--- src/rtl/lvds_pwrseq_pkg.sv ---
package lvds_pwrseq_pkg;
  localparam int WORD_W = 16;
  localparam int REG_W  = 3;

  localparam logic [REG_W-1:0] RG_ROUTE  = 3'd0;
  localparam logic [REG_W-1:0] RG_LANE   = 3'd1;
  localparam logic [REG_W-1:0] RG_STRIPE = 3'd2;
  localparam logic [REG_W-1:0] RG_PLL    = 3'd3;
  localparam logic [REG_W-1:0] RG_MAIN   = 3'd4;
  localparam logic [REG_W-1:0] RG_CHAN   = 3'd5;

  localparam logic [WORD_W-1:0] ROUTE_WORD = 16'h0039;
  localparam logic [WORD_W-1:0] LANE_WORD  = 16'h00E4;
  localparam logic [WORD_W-1:0] CHAN_WORD  = 16'h001F;

  // main word bit positions
  localparam int MB_SRC   = 3;
  localparam int MB_BIAS  = 4;
  localparam int MB_PHY   = 5;
  localparam int MB_PLLON = 6;
  localparam int MB_NORM  = 7;
  localparam int MB_REL   = 8;

  // PLL word bit positions
  localparam int PB_CE  = 4;
  localparam int PB_CO  = 5;
  localparam int PB_EXT = 8;

  // frequency limits in kHz
  localparam int F_MIN_EXT = 5000;
  localparam int F_MIN_STD = 31000;
  localparam int F_MAX     = 148500;
  localparam int OLD_T1 = 39000;
  localparam int OLD_T2 = 61000;
  localparam int OLD_T3 = 121000;
  localparam int NEW_T1 = 42000;
  localparam int NEW_T2 = 85000;
  localparam int NEW_T3 = 128000;

  typedef struct packed {
    logic       gen_new;
    logic       ext_pll;
    logic       has_pwd;
    logic       sep_phy;
    logic       dual_cap;
    logic       comp_present;
    logic [1:0] link_mode;
    logic [2:0] mode_code;
    logic       src_sel;
  } seq_cfg_t;

  typedef enum logic [3:0] {
    S_IDLE, S_ROUTE, S_LANE, S_STRIPE, S_PLL, S_MODE, S_CHAN, S_BIAS,
    S_PLLON, S_NORM, S_PHY, S_WAIT, S_REL, S_OFF_MAIN, S_OFF_CHAN, S_OFF_PLL
  } step_e;
endpackage

--- src/rtl/lvds_freq_band.sv ---
module lvds_freq_band
  import lvds_pwrseq_pkg::*;
#(
  parameter int FREQ_W = 18
) (
  input  logic [FREQ_W-1:0] freq_in,
  input  logic              gen_new,
  input  logic              ext_pll,
  output logic [FREQ_W-1:0] freq_eff,
  output logic [WORD_W-1:0] pll_word
);
  localparam logic [FREQ_W-1:0] LO_EXT = FREQ_W'(F_MIN_EXT);
  localparam logic [FREQ_W-1:0] LO_STD = FREQ_W'(F_MIN_STD);
  localparam logic [FREQ_W-1:0] HI     = FREQ_W'(F_MAX);

  logic [FREQ_W-1:0] lo;
  logic [1:0]        band;

  always_comb begin
    lo = ext_pll ? LO_EXT : LO_STD;
    if (freq_in < lo)      freq_eff = lo;
    else if (freq_in > HI) freq_eff = HI;
    else                   freq_eff = freq_in;
  end

  always_comb begin
    if (gen_new) begin
      if      (freq_eff < FREQ_W'(NEW_T1)) band = 2'd0;
      else if (freq_eff < FREQ_W'(NEW_T2)) band = 2'd1;
      else if (freq_eff < FREQ_W'(NEW_T3)) band = 2'd2;
      else                                 band = 2'd3;
    end else begin
      if      (freq_eff < FREQ_W'(OLD_T1)) band = 2'd0;
      else if (freq_eff < FREQ_W'(OLD_T2)) band = 2'd1;
      else if (freq_eff < FREQ_W'(OLD_T3)) band = 2'd2;
      else                                 band = 2'd3;
    end
    pll_word         = '0;
    pll_word[1:0]    = band;
    pll_word[PB_CE]  = !gen_new && (band != 2'd3);
    pll_word[PB_CO]  = !gen_new && (band != 2'd3);
    pll_word[PB_EXT] = ext_pll;
  end
endmodule

--- src/rtl/lvds_start_timer.sv ---
module lvds_start_timer #(
  parameter int CLK_PER_US = 8,
  parameter int START_US   = 100
) (
  input  logic clk,
  input  logic rst_n,
  input  logic run,
  output logic done
);
  localparam int LIMIT = CLK_PER_US * START_US;
  localparam int CW    = $clog2(LIMIT + 1);

  logic [CW-1:0] cnt;

  always_ff @(posedge clk or negedge rst_n) begin
    if (!rst_n)   cnt <= '0;
    else if (run) cnt <= cnt + 1'b1;
    else          cnt <= '0;
  end

  assign done = run && (cnt == CW'(LIMIT - 1));

  // the count restarts whenever the wait is left
  assert_cnt_clear_R7: assert property (@(posedge clk) disable iff (!rst_n)
    !run |=> (cnt == '0));
endmodule

--- src/rtl/lvds_seq_fsm.sv ---
module lvds_seq_fsm
  import lvds_pwrseq_pkg::*;
#(
  parameter int FREQ_W = 18
) (
  input  logic              clk,
  input  logic              rst_n,
  input  logic              en_req,
  input  logic              dis_req,
  input  seq_cfg_t          cfg_in,
  input  logic [FREQ_W-1:0] freq_in,
  input  logic [WORD_W-1:0] pll_word,
  input  logic              tmr_done,
  output seq_cfg_t          cfg_q,
  output logic [FREQ_W-1:0] freq_q,
  output logic              busy,
  output logic              tmr_run,
  output logic              wr_valid,
  input  logic              wr_ready,
  output logic              wr_unit,
  output logic [REG_W-1:0]  wr_reg,
  output logic [WORD_W-1:0] wr_data
);
  step_e             step_q, nxt;
  logic              unit_q, unit_nxt;
  logic [WORD_W-1:0] main_q, base;
  logic              dual, skip_pll, swap, dual_in, accept, xfer;
  step_e             a_lane, a_stripe, a_chan, a_bias, a_pllon, a_norm, a_phy;

  assign dual     = cfg_q.dual_cap && (cfg_q.link_mode != 2'd0);
  assign dual_in  = cfg_in.dual_cap && (cfg_in.link_mode != 2'd0);
  assign skip_pll = unit_q || (dual && !cfg_q.comp_present);
  assign swap     = !unit_q && dual && cfg_q.comp_present && (cfg_q.link_mode == 2'd2);
  assign accept   = (step_q == S_IDLE) && (en_req || dis_req);
  assign busy     = (step_q != S_IDLE);
  assign tmr_run  = (step_q == S_WAIT);
  assign wr_valid = (step_q != S_IDLE) && (step_q != S_WAIT);
  assign wr_unit  = unit_q;
  assign xfer     = wr_valid && wr_ready;

  always_comb begin
    base = '0;
    base[2:0]    = cfg_q.mode_code;
    base[MB_SRC] = cfg_q.src_sel;
  end

  // variant-dependent skip chain
  always_comb begin
    a_phy    = cfg_q.ext_pll ? S_REL : S_WAIT;
    a_norm   = (cfg_q.sep_phy && !cfg_q.has_pwd) ? S_PHY : a_phy;
    a_pllon  = cfg_q.has_pwd ? S_NORM : a_norm;
    a_bias   = cfg_q.ext_pll ? a_pllon : S_PLLON;
    a_chan   = cfg_q.gen_new ? a_bias : S_BIAS;
    a_stripe = skip_pll ? S_MODE : S_PLL;
    a_lane   = cfg_q.dual_cap ? S_STRIPE : a_stripe;
  end

  always_comb begin
    nxt      = S_IDLE;
    unit_nxt = unit_q;
    case (step_q)
      S_ROUTE:    nxt = S_LANE;
      S_LANE:     nxt = a_lane;
      S_STRIPE:   nxt = a_stripe;
      S_PLL:      nxt = S_MODE;
      S_MODE:     nxt = S_CHAN;
      S_CHAN:     nxt = a_chan;
      S_BIAS:     nxt = a_bias;
      S_PLLON:    nxt = a_pllon;
      S_NORM:     nxt = a_norm;
      S_PHY:      nxt = a_phy;
      S_WAIT:     nxt = S_REL;
      S_REL: begin
        nxt      = unit_q ? S_ROUTE : S_IDLE;
        unit_nxt = 1'b0;
      end
      S_OFF_MAIN: nxt = S_OFF_CHAN;
      S_OFF_CHAN: nxt = S_OFF_PLL;
      S_OFF_PLL: begin
        if (!unit_q && dual && cfg_q.comp_present) begin
          nxt      = S_OFF_MAIN;
          unit_nxt = 1'b1;
        end else begin
          nxt = S_IDLE;
        end
      end
      default:    nxt = S_IDLE;
    endcase
  end

  always_comb begin
    wr_reg  = RG_MAIN;
    wr_data = '0;
    case (step_q)
      S_ROUTE:  begin wr_reg = RG_ROUTE;  wr_data = ROUTE_WORD; end
      S_LANE:   begin wr_reg = RG_LANE;   wr_data = LANE_WORD;  end
      S_STRIPE: begin wr_reg = RG_STRIPE; wr_data = {14'd0, swap, dual}; end
      S_PLL:    begin wr_reg = RG_PLL;    wr_data = pll_word;   end
      S_MODE:   wr_data = base;
      S_CHAN:   begin wr_reg = RG_CHAN;   wr_data = CHAN_WORD;  end
      S_BIAS:   begin
        wr_data = main_q;
        wr_data[MB_BIAS] = 1'b1;
        wr_data[MB_PHY]  = 1'b1;
      end
      S_PLLON:  begin wr_data = main_q; wr_data[MB_PLLON] = 1'b1; end
      S_NORM:   begin wr_data = main_q; wr_data[MB_NORM]  = 1'b1; end
      S_PHY:    begin wr_data = main_q; wr_data[MB_PHY]   = 1'b1; end
      S_REL:    begin
        wr_data = main_q;
        wr_data[MB_REL] = 1'b1;
        if (cfg_q.sep_phy) wr_data[MB_PHY] = 1'b1;
      end
      S_OFF_CHAN: wr_reg = RG_CHAN;
      S_OFF_PLL:  wr_reg = RG_PLL;
      default:    wr_reg = RG_MAIN;
    endcase
  end

  always_ff @(posedge clk or negedge rst_n) begin
    if (!rst_n) begin
      step_q <= S_IDLE;
      unit_q <= 1'b0;
      cfg_q  <= '0;
      freq_q <= '0;
      main_q <= '0;
    end else if (accept) begin
      cfg_q <= cfg_in;
      if (en_req) begin
        freq_q <= freq_in;
        unit_q <= dual_in && cfg_in.comp_present;
        step_q <= S_ROUTE;
      end else begin
        unit_q <= 1'b0;
        step_q <= S_OFF_MAIN;
      end
    end else if (step_q == S_WAIT) begin
      if (tmr_done) step_q <= S_REL;
    end else if (xfer) begin
      step_q <= nxt;
      unit_q <= unit_nxt;
      if (wr_reg == RG_MAIN) main_q <= wr_data;
    end
  end

  // a presented beat is held until it transfers
  assert_hold_R11: assert property (@(posedge clk) disable iff (!rst_n)
    (wr_valid && !wr_ready) |=> (wr_valid && $stable(wr_data) && $stable(wr_reg) && $stable(wr_unit)));

  // the pause only exists for the simple PLL and ends on the timer
  assert_wait_simple_R7: assert property (@(posedge clk) disable iff (!rst_n)
    (step_q == S_WAIT) |-> !cfg_q.ext_pll);
  assert_wait_timer_R7: assert property (@(posedge clk) disable iff (!rst_n)
    ((step_q == S_REL) && ($past(step_q) == S_WAIT)) |-> $past(tmr_done));

  // the release word carries the separate PHY enable
  assert_rel_phy_R6: assert property (@(posedge clk) disable iff (!rst_n)
    (wr_valid && (wr_reg == RG_MAIN) && wr_data[MB_REL] && cfg_q.sep_phy) |-> wr_data[MB_PHY]);

  // configuration is frozen while a sequence runs
  assert_cfg_frozen_R10: assert property (@(posedge clk) disable iff (!rst_n)
    (busy && $past(busy)) |-> $stable(cfg_q));
endmodule

--- src/rtl/lvds_pwrseq.sv ---
module lvds_pwrseq
  import lvds_pwrseq_pkg::*;
#(
  parameter int FREQ_W     = 18,
  parameter int CLK_PER_US = 8,
  parameter int START_US   = 100
) (
  input  logic              clk,
  input  logic              rst_n,
  input  logic              en_req,
  input  logic              dis_req,
  input  logic [FREQ_W-1:0] freq_khz,
  input  logic              gen_new,
  input  logic              ext_pll,
  input  logic              has_pwd,
  input  logic              sep_phy,
  input  logic              dual_cap,
  input  logic              comp_present,
  input  logic [1:0]        link_mode,
  input  logic [2:0]        mode_code,
  input  logic              src_sel,
  output logic              busy,
  output logic [FREQ_W-1:0] freq_eff_khz,
  output logic              wr_valid,
  input  logic              wr_ready,
  output logic              wr_unit,
  output logic [2:0]        wr_reg,
  output logic [15:0]       wr_data
);
  seq_cfg_t          cfg_in, cfg_q;
  logic [FREQ_W-1:0] freq_q;
  logic [WORD_W-1:0] pll_word;
  logic              tmr_run, tmr_done;

  assign cfg_in = '{gen_new: gen_new, ext_pll: ext_pll, has_pwd: has_pwd,
                    sep_phy: sep_phy, dual_cap: dual_cap, comp_present: comp_present,
                    link_mode: link_mode, mode_code: mode_code, src_sel: src_sel};

  lvds_seq_fsm #(.FREQ_W(FREQ_W)) u_fsm (
    .clk(clk), .rst_n(rst_n), .en_req(en_req), .dis_req(dis_req),
    .cfg_in(cfg_in), .freq_in(freq_khz), .pll_word(pll_word), .tmr_done(tmr_done),
    .cfg_q(cfg_q), .freq_q(freq_q), .busy(busy), .tmr_run(tmr_run),
    .wr_valid(wr_valid), .wr_ready(wr_ready), .wr_unit(wr_unit),
    .wr_reg(wr_reg), .wr_data(wr_data)
  );

  lvds_freq_band #(.FREQ_W(FREQ_W)) u_band (
    .freq_in(freq_q), .gen_new(cfg_q.gen_new), .ext_pll(cfg_q.ext_pll),
    .freq_eff(freq_eff_khz), .pll_word(pll_word)
  );

  lvds_start_timer #(.CLK_PER_US(CLK_PER_US), .START_US(START_US)) u_tmr (
    .clk(clk), .rst_n(rst_n), .run(tmr_run), .done(tmr_done)
  );

  // the clamped frequency never leaves the supported range
  assert_clamp_R1: assert property (@(posedge clk) disable iff (!rst_n)
    (freq_eff_khz >= FREQ_W'(F_MIN_EXT)) && (freq_eff_khz <= FREQ_W'(F_MAX)));

  // beats appear only while a sequence is running
  assert_valid_busy_R10: assert property (@(posedge clk) disable iff (!rst_n)
    wr_valid |-> busy);
endmodule

--- config.mk ---
export PLATFORM = sky130hd
export DESIGN_NAME = lvds_pwrseq
export DESIGN_NICKNAME = d
export VERILOG_FILES = /design/src/rtl/lvds_pwrseq_pkg.sv /design/src/rtl/lvds_freq_band.sv /design/src/rtl/lvds_start_timer.sv /design/src/rtl/lvds_seq_fsm.sv /design/src/rtl/lvds_pwrseq.sv
export SDC_FILE = /design/constraint.sdc
export NUM_CORES = 1
export LEC_CHECK = 0
export BUFFER_PORTS_ARGS = -buffer_cell sky130_fd_sc_hd__buf_2
export CAP_MARGIN = 20
export CORE_ASPECT_RATIO = 0.9
export CORE_MARGIN = 8
export CORE_UTILIZATION = 35
export CTS_CLUSTER_DIAMETER = 150
export DETAILED_ROUTE_END_ITERATION = 7
export HOLD_SLACK_MARGIN = 0.05
export SYNTH_ARGS = -nofsm -noshare
export SYNTH_HDL_FRONTEND = slang
export SYNTH_SLANG_ARGS = --single-unit
--- constraint.sdc ---
create_clock -name clk -period 2.57 [get_ports clk]
set_input_delay 0 -clock clk [delete_from_list [all_inputs] [get_ports clk]]
set_output_delay 0 -clock clk [all_outputs]
set_load 0.02 [all_outputs]
### Word-level counts from Yosys, hierarchy flattened

Index checks and enable logic that the tools add are counted.

* register bits after elaboration: 61
* bits of input ports: 35
* word-level logic and storage cells: 115
* output and inout port bits: 40

* magnitude comparators: 8
* bitwise logic cells: 2
* reduce and logical (&&, ||, !) cells: 32
* equality and inequality tests: 23
* $add $sub $neg: 1
* mux-type cells: 35

Operators with widths (number)
* 16-bit one-hot mux with 11 select lines: 1
* 4-bit one-hot mux with 14 select lines: 1
* 18-bit by 16-bit less-than comparator with 1-bit output, second input constant: 3
* 18-bit by 17-bit less-than comparator with 1-bit output, second input constant: 3
* 4-bit two-way mux: 11
* 18-bit two-way mux: 2
* 4-bit == test, second input constant: 8
* 18-bit > comparator, second input constant: 1
* 18-bit less-than comparator: 1
* 4-bit by 3-bit == test with 1-bit output, second input constant: 4
* 15-bit two-way mux: 1
* 3-bit one-hot mux with 5 select lines: 1
* 1-bit logical AND: 13
* 10-bit by 1-bit adder with 10-bit output, second input constant: 1
* 10-bit == test, second input constant: 1
* 1-bit two-way mux: 10
* 10-bit two-way mux: 1
* 2-bit two-way mux: 5
* 4-bit by 2-bit == test with 1-bit output, second input constant: 2
* 4-bit AND reduction: 2
* 2-bit nonzero test: 3
* 3-bit nonzero test: 2
* 4-bit by 1-bit == test with 1-bit output, second input constant: 1
* 1-bit zero test: 4
* 14 further kinds: 19

### Depth between registers and ports, before layout

Gate-level depths: netlist (run 1).

* word-level depth: 11
* mapped depth: 11
* gate-level depth less buffers: 9

### Modules after synthesis

From an unflattened synthesis (run 1), not the netlist that was laid out.

* cells, all modules: 456
* area, all modules: 4205.3 um2

By module, submodules not included
* lvds_seq_fsm: area each 2894.0 um2, seq. area each 1276.2 um2, cells each 284, instances 1
* lvds_freq_band: area each 842.1 um2, seq. area each 0.0 um2, cells each 125, instances 1
* lvds_start_timer: area each 469.2 um2, seq. area each 250.2 um2, cells each 47, instances 1

### Least setup slack after synthesis (run 1)

No wires, ideal clock.

* kind: flip-flop to output port
* start point: register u_fsm.cfg_q[10] (netlist name)
* end point: output port freq_eff_khz[14]
* setup slack: 0.023 ns
* required time: 2.570 ns
* stages on the path, launching flop included: 10
* arrival: 2.547 ns
* buffers on the path: 2
* cell sequence: dfrtp_1 -> clkbuf_1 -> inv_1 -> ha_1 -> nor4_1 -> a22oi_1 -> a21oi_2 -> clkbuf_1 -> a21oi_1 -> a21boi_0

* word-level cells in the longest chain between the ends: 3

Ends and longest elaborated chain
* 15-bit two-way mux *: line lvds_freq_band.sv:20 `lo = ext_pll ? LO_EXT : LO_STD;`
* 18-bit less-than comparator: line lvds_freq_band.sv:21 `if (freq_in < lo) freq_eff = lo;`
* 18-bit two-way mux *: line lvds_freq_band.sv:21
* end: declaration: line lvds_pwrseq.sv:23 `output logic [FREQ_W-1:0] freq_eff_khz,`

Every way passes the cells marked *; elsewhere a longest branch is shown, timed or not.

### Worst setup path after layout (run 1)

* start point: register u_fsm.cfg_q[10] (netlist name)
* end point: output port wr_data[1]

* word-level cells in the longest chain between the ends: 8
* elaborated cells on any way between the ends: 13
* those cells by class: order compare (5); mux (8)

Ends and longest elaborated chain
* 15-bit two-way mux *: line lvds_freq_band.sv:20
* 18-bit less-than comparator: line lvds_freq_band.sv:21
* 18-bit two-way mux *: line lvds_freq_band.sv:21
* 18-bit by 16-bit less-than comparator with 1-bit output or 18-bit by 17-bit less-than comparator with 1-bit output (tied branches): line lvds_freq_band.sv:34, lvds_freq_band.sv:29
* 2-bit two-way mux, on equally long branches: line lvds_freq_band.sv:34, lvds_freq_band.sv:29
* 2-bit two-way mux, on equally long branches: line lvds_freq_band.sv:33, lvds_freq_band.sv:28
* 2-bit two-way mux *: line lvds_freq_band.sv:27 `if (gen_new) begin`
* 16-bit one-hot mux with 11 select lines *: line lvds_seq_fsm.sv:94 `case (step_q)`
* end: declaration: line lvds_pwrseq.sv:28 `output logic [15:0] wr_data`

Marked as above.

==> impl_results.md, run 1 <==
* M2 GR Usage at around a quarter
* Post-DRT Antenna Nets at 0
* Worst-Skew Late Latency at 330 ps
* DR vias at 4047
* Hold Path Class: input pin to flip-flop
* Failing checks: negative setup slack
* Reg power frac at roughly 23%
* Final setup fails at 7
* Final wirelength at ~12 mm
* Synth Cell Area at 0.003965 mm^2
* Worst setup SP type: flip-flop
* Setup WS post-layout at -277.4 ps
* Tot GR Track Use at between 10% and 20%
* Yosys warnings at 0
* Pins over their slew limit at 0
* CP max stage cell: or4b_1
* Ports at 75
* Mapped Cells at a little under 500
* Arrival time worst endpoint at 2850 ps
* Simple-Gate Fraction of Synth Area at roughly a quarter
* Pwr Density at roughly 1400 mW/mm^2
* Synth Net Count at 530
* Clock share of power at approximately 17%
* Reg-to-reg slack, setup at about 350 ps
* Antenna Diode Count at 0
* Cts bufs inserted at 9
* Number of max-cap violations at 0
* Hold path depth at 3
* Worst Path Max Fanout at 4
* CTS tree: done
* Post-synthesis register bit count at between 60 and 70
* # nets final at 657
* Reg2reg end: u_fsm.main_q[12]
* Post-synthesis compound-gate area fraction at approximately a fifth
* Peak VDD IR at around 550 uV
* Non-filler instance count after layout at between 700 and 800
* Reg2reg start: u_fsm.step_q[0]
* Area Growth Syn to Fin at 39.60%
* Share of cells above drive strength 1 at between 30% and 40%
* Peak per-stage delay on the critical path at around 460 ps
* Starting Density at between 30% and 40%
* Initial drt markers at about 410
* Top Usage Layer GRT: met2
* Hold Crit Endpoint: u_fsm.step_q[0]
* Gate power share at 60.4%
* Setup Skew at just over 8 ps
* Post-synthesis sequential area ratio at about two fifths
* Primary FF master, synth: dfrtp_1
* CTS Sinks at slightly above 60
* Power Total at about 7.5 mW
* Setup WS pre-CTS at approximately 13 ps
* CP Data Required Time at ~2600 ps
* R2R depth at 6
* Static leakage at 2.505 nW
* Vias in the first global route at roughly 4000
* Hold Fails Final Rpt at 0
* CP Class: flip-flop to output port
* Fmax achieved at about 350 MHz
* Critical path capture point type: output port
* GRT met1 Usage at 22.98%
* Die Ht at 117.0 um
* Port Buffer Count at 74
* Synth cell types at 61
* Post-Synth Adder-Cell Area at 2.461%
* P_int at 3.978 mW
* Final Cycle Share at 110.8%
* Cells along the critical path: ha_1, or4b_1, nor3_2, a21oi_4, buf_4, nor4_1, nor3_2, a211o_1, buf_2
* First-pass iteration count of the detailed router at 6
* Setup crit start: u_fsm.cfg_q[10]
* First-pass GRT wire length at between 20 and 25 mm
* Fraction of registers with async set/reset at 100.0%
* Clock Path Buffers at 2
* Unrepaired setup endpoints after global routing: yes
* Met3 GRT Util at around 3.4%
* Dpl cells at roughly 720
* Post-synth EDFFs at 0
* Vias per cell at 5.215
* Sw Share at about 47%
* Core area at around 0.011 mm^2
* Die ar. at approximately 0.015 mm^2
* Root Buffer: clkbuf_16
* Avg Cell Area, Syn at slightly above 8 um^2
* HP Start: wr_ready
* Status: finished, violations left
* CTS clock-pin slew for the worst setup and hold paths at roughly 50 ps
* Least-Margin Pin Slew at ~600 ps
* Die Span X at around 130 um
* Period minus WS final at ~2800 ps
* Htree depth at 3
* FP Rows at 37
* Final HPWL DP at around 9 mm
* Multiplexer area fraction after synthesis at approximately 7%
* Post-synthesis xor/xnor area fraction at 1.767%
* Filler cells at ~1100
* Largest net degree at the start of global routing at 23
* DR WL/cell at 15.78 um
* Sw Pwr at roughly 3.6 mW
* Largest family of logic cells by synthesized area: simple AND/OR/NAND/NOR gates
* Top cell by count, worst path: nor3_2
* DRC at 0
* Gpl congestion at 0.9004
* Initial antenna violation count at 0
* Grt total ovfl at 0
* Slew HR at about three fifths
* Setup total negative slack at -783.5 ps
## how the worst max path moves through the flow
stage	endpoint	slack, ps	depth (start not counted)
floorplan	freq_eff_khz[14]	20	9
global placement	wr_data[1]	80	9
detailed placement	wr_data[1]	10	8
CTS	wr_data[1]	-240	8
global route	wr_data[0]	-340	11
finish	wr_data[1]	-280	9
## synth_stat cells, types with 2 or more instances
cell / n / area share [%]
a211oi_1: 5 / 0.95
a21boi_0: 4 / 0.76
a21o_1: 3 / 0.57
a21o_2: 2 / 0.44
a21oi_1: 21 / 2.7
a22oi_1: 2 / 0.38
a311oi_1: 2 / 0.44
a31oi_1: 3 / 0.47
a32oi_1: 2 / 0.44
and2_1: 19 / 3.0
buf_2: 2 / 0.25
clkbuf_1: 31 / 2.9
dfrtp_1: 61 / 38
ha_1: 7 / 2.2
inv_1: 15 / 1.4
mux2_2: 24 / 6.8
nand2_1: 89 / 8.4
nand2b_1: 2 / 0.32
nand3_1: 20 / 2.5
nand4_1: 5 / 0.79
nor2_1: 43 / 4.1
nor2b_1: 4 / 0.63
nor3_1: 8 / 1.0
nor4_1: 9 / 1.4
o211ai_1: 6 / 1.1
o21a_1: 3 / 0.57
o21ai_0: 46 / 5.8
o21bai_1: 2 / 0.38
o22ai_1: 3 / 0.47
o311ai_0: 2 / 0.44
o31a_1: 3 / 0.66
o31ai_1: 2 / 0.38
o41ai_1: 2 / 0.44
or3_1: 3 / 0.47
xnor2_1: 5 / 1.1
xor2_1: 3 / 0.66
## through the flow
| stage | hold slack (ps) | util (%) | area (um^2) |
|---|---|---|---|
| 5_1_grt | 61.89 | 49.20 | 5535 |
| 3_5_place_dp | 4.368 | 41.75 | 4697 |
| 2_1_floorplan | -295.6 | - | 3965 |
| 6_report | 61.30 | 49.20 | 5535 |
| 3_3_place_gp | 1.736 | 41.75 | 4697 |
| 4_1_cts | 50.39 | 48.37 | 5441 |
## metal layers
metal,vias to the layer above,wire (um)
li1,1974,-
met1,1919,5856
met4,0,123
met2,140,5633
met5,-,0
met3,14,631
## registers in the layout, indices dropped and copies added (netlist names)
register and count:
u_tmr.cnt 10, u_fsm.freq_q 18, u_fsm.main_q 16, u_fsm.step_q 4, u_fsm.wr_unit 1, u_fsm.cfg_q 12
## layout by cell type (no fill, tap or decap), types with 5 or more instances in the layout
| cell type | n |
|---|---|
| nor2_1 | 43 |
| clkbuf_16 | 9 |
| nor4_1 | 5 |
| nor3_1 | 6 |
| o211ai_1 | 6 |
| nand2_1 | 89 |
| xnor2_1 | 5 |
| a21oi_1 | 20 |
| dfrtp_1 | 60 |
| buf_2 | 68 |
| mux2_2 | 24 |
| ha_1 | 5 |
| buf_4 | 48 |
| inv_1 | 14 |
| nand4_1 | 5 |
| nand3_1 | 20 |
| dlygate4sd3_1 | 31 |
| o21ai_0 | 45 |
| and2_1 | 18 |
## logic make-up (layout without fill, tap and decap cells)
family	count (synthesis)	in the layout
buffers and inverters	51	183
AO/OA/AOI/OAI	124	124
adder cells (fa/ha/maj)	8	8
AND/OR/NAND/NOR	211	211
XOR/XNOR	8	8
multiplexers	25	25
flip-flops	61	61
## cell type report
class	instances	area, um^2	share of cell area [%]
clock inverters	3	42.54	0.7685
multi-input cells	376	2384	43.06
clock buffers	13	270.3	4.882
repair buffers	151	1056	19.08
inverters	16	60.06	1.085
well taps	156	195.2	3.526
flip-flops and latches	61	1528	27.60
## critical path: cells and delay by family, from the launching register on
family,cells,cell delay [ps]
DFF,1,400
buffers and inverters,2,330
and+or+nand+nor,4,1100
adders and majority gates,1,290
AOI/OAI and AO/OA,2,400
## what timing repair did
item	CTS	global route
resized for setup	20	17
endpoints found under the setup margin	10	11
hold buffers	31	0
pin swaps	5	4
setup buffers	4	1
endpoints found under the hold margin	50	0
## power groups by stage
stage | registers, mW | clock network, mW | logic, mW
final | 1.72 | 1.26 | 4.55
after global routing | 1.78 | 1.34 | 4.96
after CTS | 1.70 | 1.29 | 4.37
after detailed placement | 1.70 | 0 | 4.15
after global placement | 1.69 | 0 | 4.12
after floorplan | 1.53 | 0 | 2.84
Power figures use the tool's default switching activity.
==> inputs of run 2 (changes only) <==
- BUFFER_PORTS_ARGS: -buffer_cell sky130_fd_sc_hd__buf_2 -> default
- DONT_BUFFER_PORTS: default -> 1
- SYNTH_HIERARCHICAL: default -> 1
==> run 2 against run 1 <==
Against the previous run:
- cell count fell by 9.8%
- largest power group unchanged
- critical path depth rose by 4
- the run still ends with negative setup slack left
- register-to-register slack got worse by 740 ps
- via count fell by 2.4%
==> impl_results.md, run 2 <==
* Share of cells above drive strength 1 at 31.30% (+0.97 points)
* CTS Sinks at 61 (unchanged)
* Post-synth top area cell: dfrtp_1
* Status: finished, violations left
* Cts bufs inserted at 9 (unchanged)
* Top cell type's share of synthesized area at 36.30% (-2.2 points)
* Area Growth Syn to Fin at 32.79%
* Yosys warnings at 6 (+6)
* Slew HR at 53.23% (-7.0 points)
* Unrepaired setup endpoints after global routing: yes
* Initial drt markers at 361 (-13%)
* Reg with most FFs: u_fsm/freq_q
* Die ar. at 0.01578 mm^2 (+5.3%)
* Post-synth EDFFs at 0 (unchanged)
* Gpl congestion at 0.9112 (+1.2%)
* Least-Margin Pin Slew at 700.1 ps (+104.2 ps)
* Final Cycle Share at 120.0% (+9.2 points)
* Static leakage at 2.328 nW (-7.1%)
* First-pass GRT wire length at 20.47 mm (+1.3%)
* Dpl cells at 647 (-11%)
* Starting Density at 35.38% (+0.13 points)
* Primary FF master, synth: dfrtp_1
* Cells along the critical path: ha_4, nand3_4, o211ai_1, a31oi_1, buf_4, o211ai_1, a32oi_2, a31o_1, a22o_1, a21oi_2, o211ai_1, buf_4, buf_6
* Cell count along the critical path at 13 (+4)
* Largest regs: u_fsm/freq_q x18, u_fsm/main_q x16, u_fsm/cfg_q x12
* Post-synthesis register bit count at 61 (unchanged)
* Non-filler instance count after layout at 700 (-9.8%)
* Layout Utilization at 46.98% (-2.2 points)
* Crit-path leading delay family: compound AO/OA/AOI/OAI gates
* Top post-synthesis cells by count: dfrtp_1 (61), mux2_2 (39), a21oi_1 (33), nand2_1 (28), nor2_1 (27)
* Mapped Cells at 456 (-6.6%)
* Vias per cell at 5.641 (+8.2%)
* Hold Path Class: input pin to flip-flop
* Synth Cell Area at 0.004205 mm^2 (+6.1%)
* Peak per-stage delay on the critical path at 500 ps (+40 ps)
* Worst setup SP type: flip-flop
* Commonest non-fill, non-tap cell in the layout: buf_4
* Worst path bufs/invs at 3 (+1)
* First-pass iteration count of the detailed router at 5 (-1)
* Pwr Density at 1464 mW/mm^2 (+7.6%)
* Arrival time worst endpoint at 3080 ps (+230 ps)
* Worst-Skew Late Latency at 330 ps (about the same)
* Fmax achieved at 324.3 MHz (-7.7%)
* Vias in the first global route at 3869 (-2.3%)
* Max reg flops at 18 (unchanged)
* Initial antenna violation count at 0 (unchanged)
* Root Buffer: clkbuf_16
* Count leader, synth: dfrtp_1
* Critical path capture point type: output port
* Core area at 0.01189 mm^2 (+5.7%)
* Failing checks: negative setup slack
* CTS tree: done
* CP max stage cell: dfrtp_2
* Fraction of registers with async set/reset at 100.0% (unchanged)
* # nets final at 577 (-12%)
* Post-synthesis sequential area ratio at 36.30% (-2.2 points)
* Htree depth at 3 (unchanged)
* Hold path depth at 4 (+1)
* Hold Fails Final Rpt at 0 (unchanged)
* Post-DRT Antenna Nets at 0 (unchanged)
* Hold_ws at 119.4 ps (+58.14 ps)
* DR vias at 3949 (-2.4%)
* DR WL/cell at 18.38 um (+16%)
* Peak VDD IR at 619.7 uV (+13%)
* Synth cell types at 73 (+20%)
* Largest net degree at the start of global routing at 62 (+170%)
* CTS clock-pin slew for the worst setup and hold paths at 50 ps (about the same)
* Ports at 75 (unchanged)
* Filler cells at 1120 (+2.5%)
* Final wirelength at 12.86 mm (+5.0%)
* Die Span X at 131.5 um (+2.6%)
* Clock Path Buffers at 2 (unchanged)
* Setup Skew at 4.487 ps (-3.559 ps)
* Port Buffer Count at 0 (-100%)
* Tot GR Track Use at 15.76% (-1.0 points)
* CP Data Required Time at 2570 ps (about the same)
* Period minus WS final at 3083 ps (+235.9 ps)
* Final setup fails at 8 (+1)
* Top cell by count, worst path: o211ai_1
* CP Class: flip-flop to output port
* Power Total at 8.176 mW (+8.5%)
* Most area-consuming cells after synthesis: dfrtp_1 (36%), mux2_2 (10%), a21oi_1 (3.9%), buf_4 (3.4%), o21ai_0 (3.0%)
* Setup WS pre-CTS at -399.2 ps (-411.7 ps)
* Final HPWL DP at 9.084 mm (+1.3%)
* Avg Cell Area, Syn at 9.222 um^2 (+14%)
* Pins over their slew limit at 0 (unchanged)
* Number of max-cap violations at 0 (unchanged)
* Grt total ovfl at 0 (unchanged)
* DRC at 0 (unchanged)
* Die Ht at 120.0 um (+2.6%)
* FP Rows at 38 (+2.7%)
* Antenna Diode Count at 0 (unchanged)
* Worst Path Max Fanout at 7 (+3)
* Most frequent cells in the layout: buf_4 (69), dfrtp_1 (60), mux2_2 (37)
* Setup WS post-layout at -513.4 ps (-235.9 ps)
* R2R depth at 14 (+8)
-- run 2: metrics by stage --
stage               TNS (ps)  cell area [um^2]
finish                 -3093              5584
CTS                    -3040              5489
detailed placement     -2156              4690
floorplan              -1006              4265
global route           -4107              5584
global placement       -1213              4690
-- run 2: cell families (layout without fill, tap and decap cells) --
logic type | after synthesis | in the layout | share of synthesized area (%)
AO/OA/AOI/OAI | 145 | 145 | 23.89
XOR/XNOR | 3 | 3 | 0.6249
other | 1 | 11 | 0.08917
buffers and inverters | 62 | 136 | 8.004
adder cells (fa/ha/maj) | 8 | 8 | 2.321
flip-flops | 61 | 61 | 36.30
multiplexers | 40 | 40 | 10.68
AND/OR/NAND/NOR | 136 | 136 | 18.09
-- run 2: repair_timing --
item                       4_1_cts  5_1_grt
pin swaps                       15        8
setup buffers                    3        1
cloned                           0        0
hold endpoints to repair       104        0
setup endpoints to repair        8        9
gates resized for setup         16       14
hold buffers                    33        0
-- run 2: worst paths after layout --
kind / start / endpoint / slack, ps
min reg2reg: u_tmr/cnt[0] / u_tmr/cnt[0] / 470
max in group asynchronous: rst_n / u_fsm/freq_q[3] / 2090
min: wr_ready / u_fsm/step_q[1] / 120
max reg2reg: u_fsm/cfg_q[10] / u_fsm/main_q[1] / -390
min in group asynchronous: rst_n / u_fsm/freq_q[8] / 200
max: u_fsm/cfg_q[10] / wr_data[0] / -510
-- run 2: layout make-up --
type / instances / area, um^2 / area share (%)
clock inverters: 4 / 70.07 / 1.255
well taps: 160 / 200.2 / 3.585
repair buffers: 104 / 888.4 / 15.91
clock buffers: 12 / 256.5 / 4.593
inverters: 16 / 60.06 / 1.076
flip-flops and latches: 61 / 1528 / 27.36
multi-input cells: 343 / 2581 / 46.22
-- run 2: worst register-to-register path, stage by stage, from the launching register on --
cell and delay (ps):
dfrtp_2 500, inv_2 90, ha_1 300, o211ai_1 80
nand2b_1 100, a31oi_1 240, buf_4 150, o211ai_1 110
a32oi_2 230, nand2b_1 90, a22o_1 200, nor3_1 130
nor3_1 70, a221o_1 290, mux2_4 260
-- run 2: report_power, final --
| group | internal (mW) | total (mW) | leakage (nW) | switching (mW) |
|---|---|---|---|---|
| registers | 1.31 | 1.74 | 0.772 | 0.429 |
| clock network | 0.897 | 1.31 | 0.163 | 0.411 |
| logic | 2.22 | 5.13 | 1.39 | 2.91 |
| total | 4.42 | 8.18 | 2.33 | 3.75 |
-- run 2: layer usage --
layer | wire [um] | up-vias | GRT usage (%)
met3 | 920 | 20 | 3.175
met5 | 0 | - | 0
met4 | 202 | 0 | 6.308
li1 | - | 1827 | -
met1 | 5528 | 1932 | 20.59
met2 | 6212 | 170 | 25.17
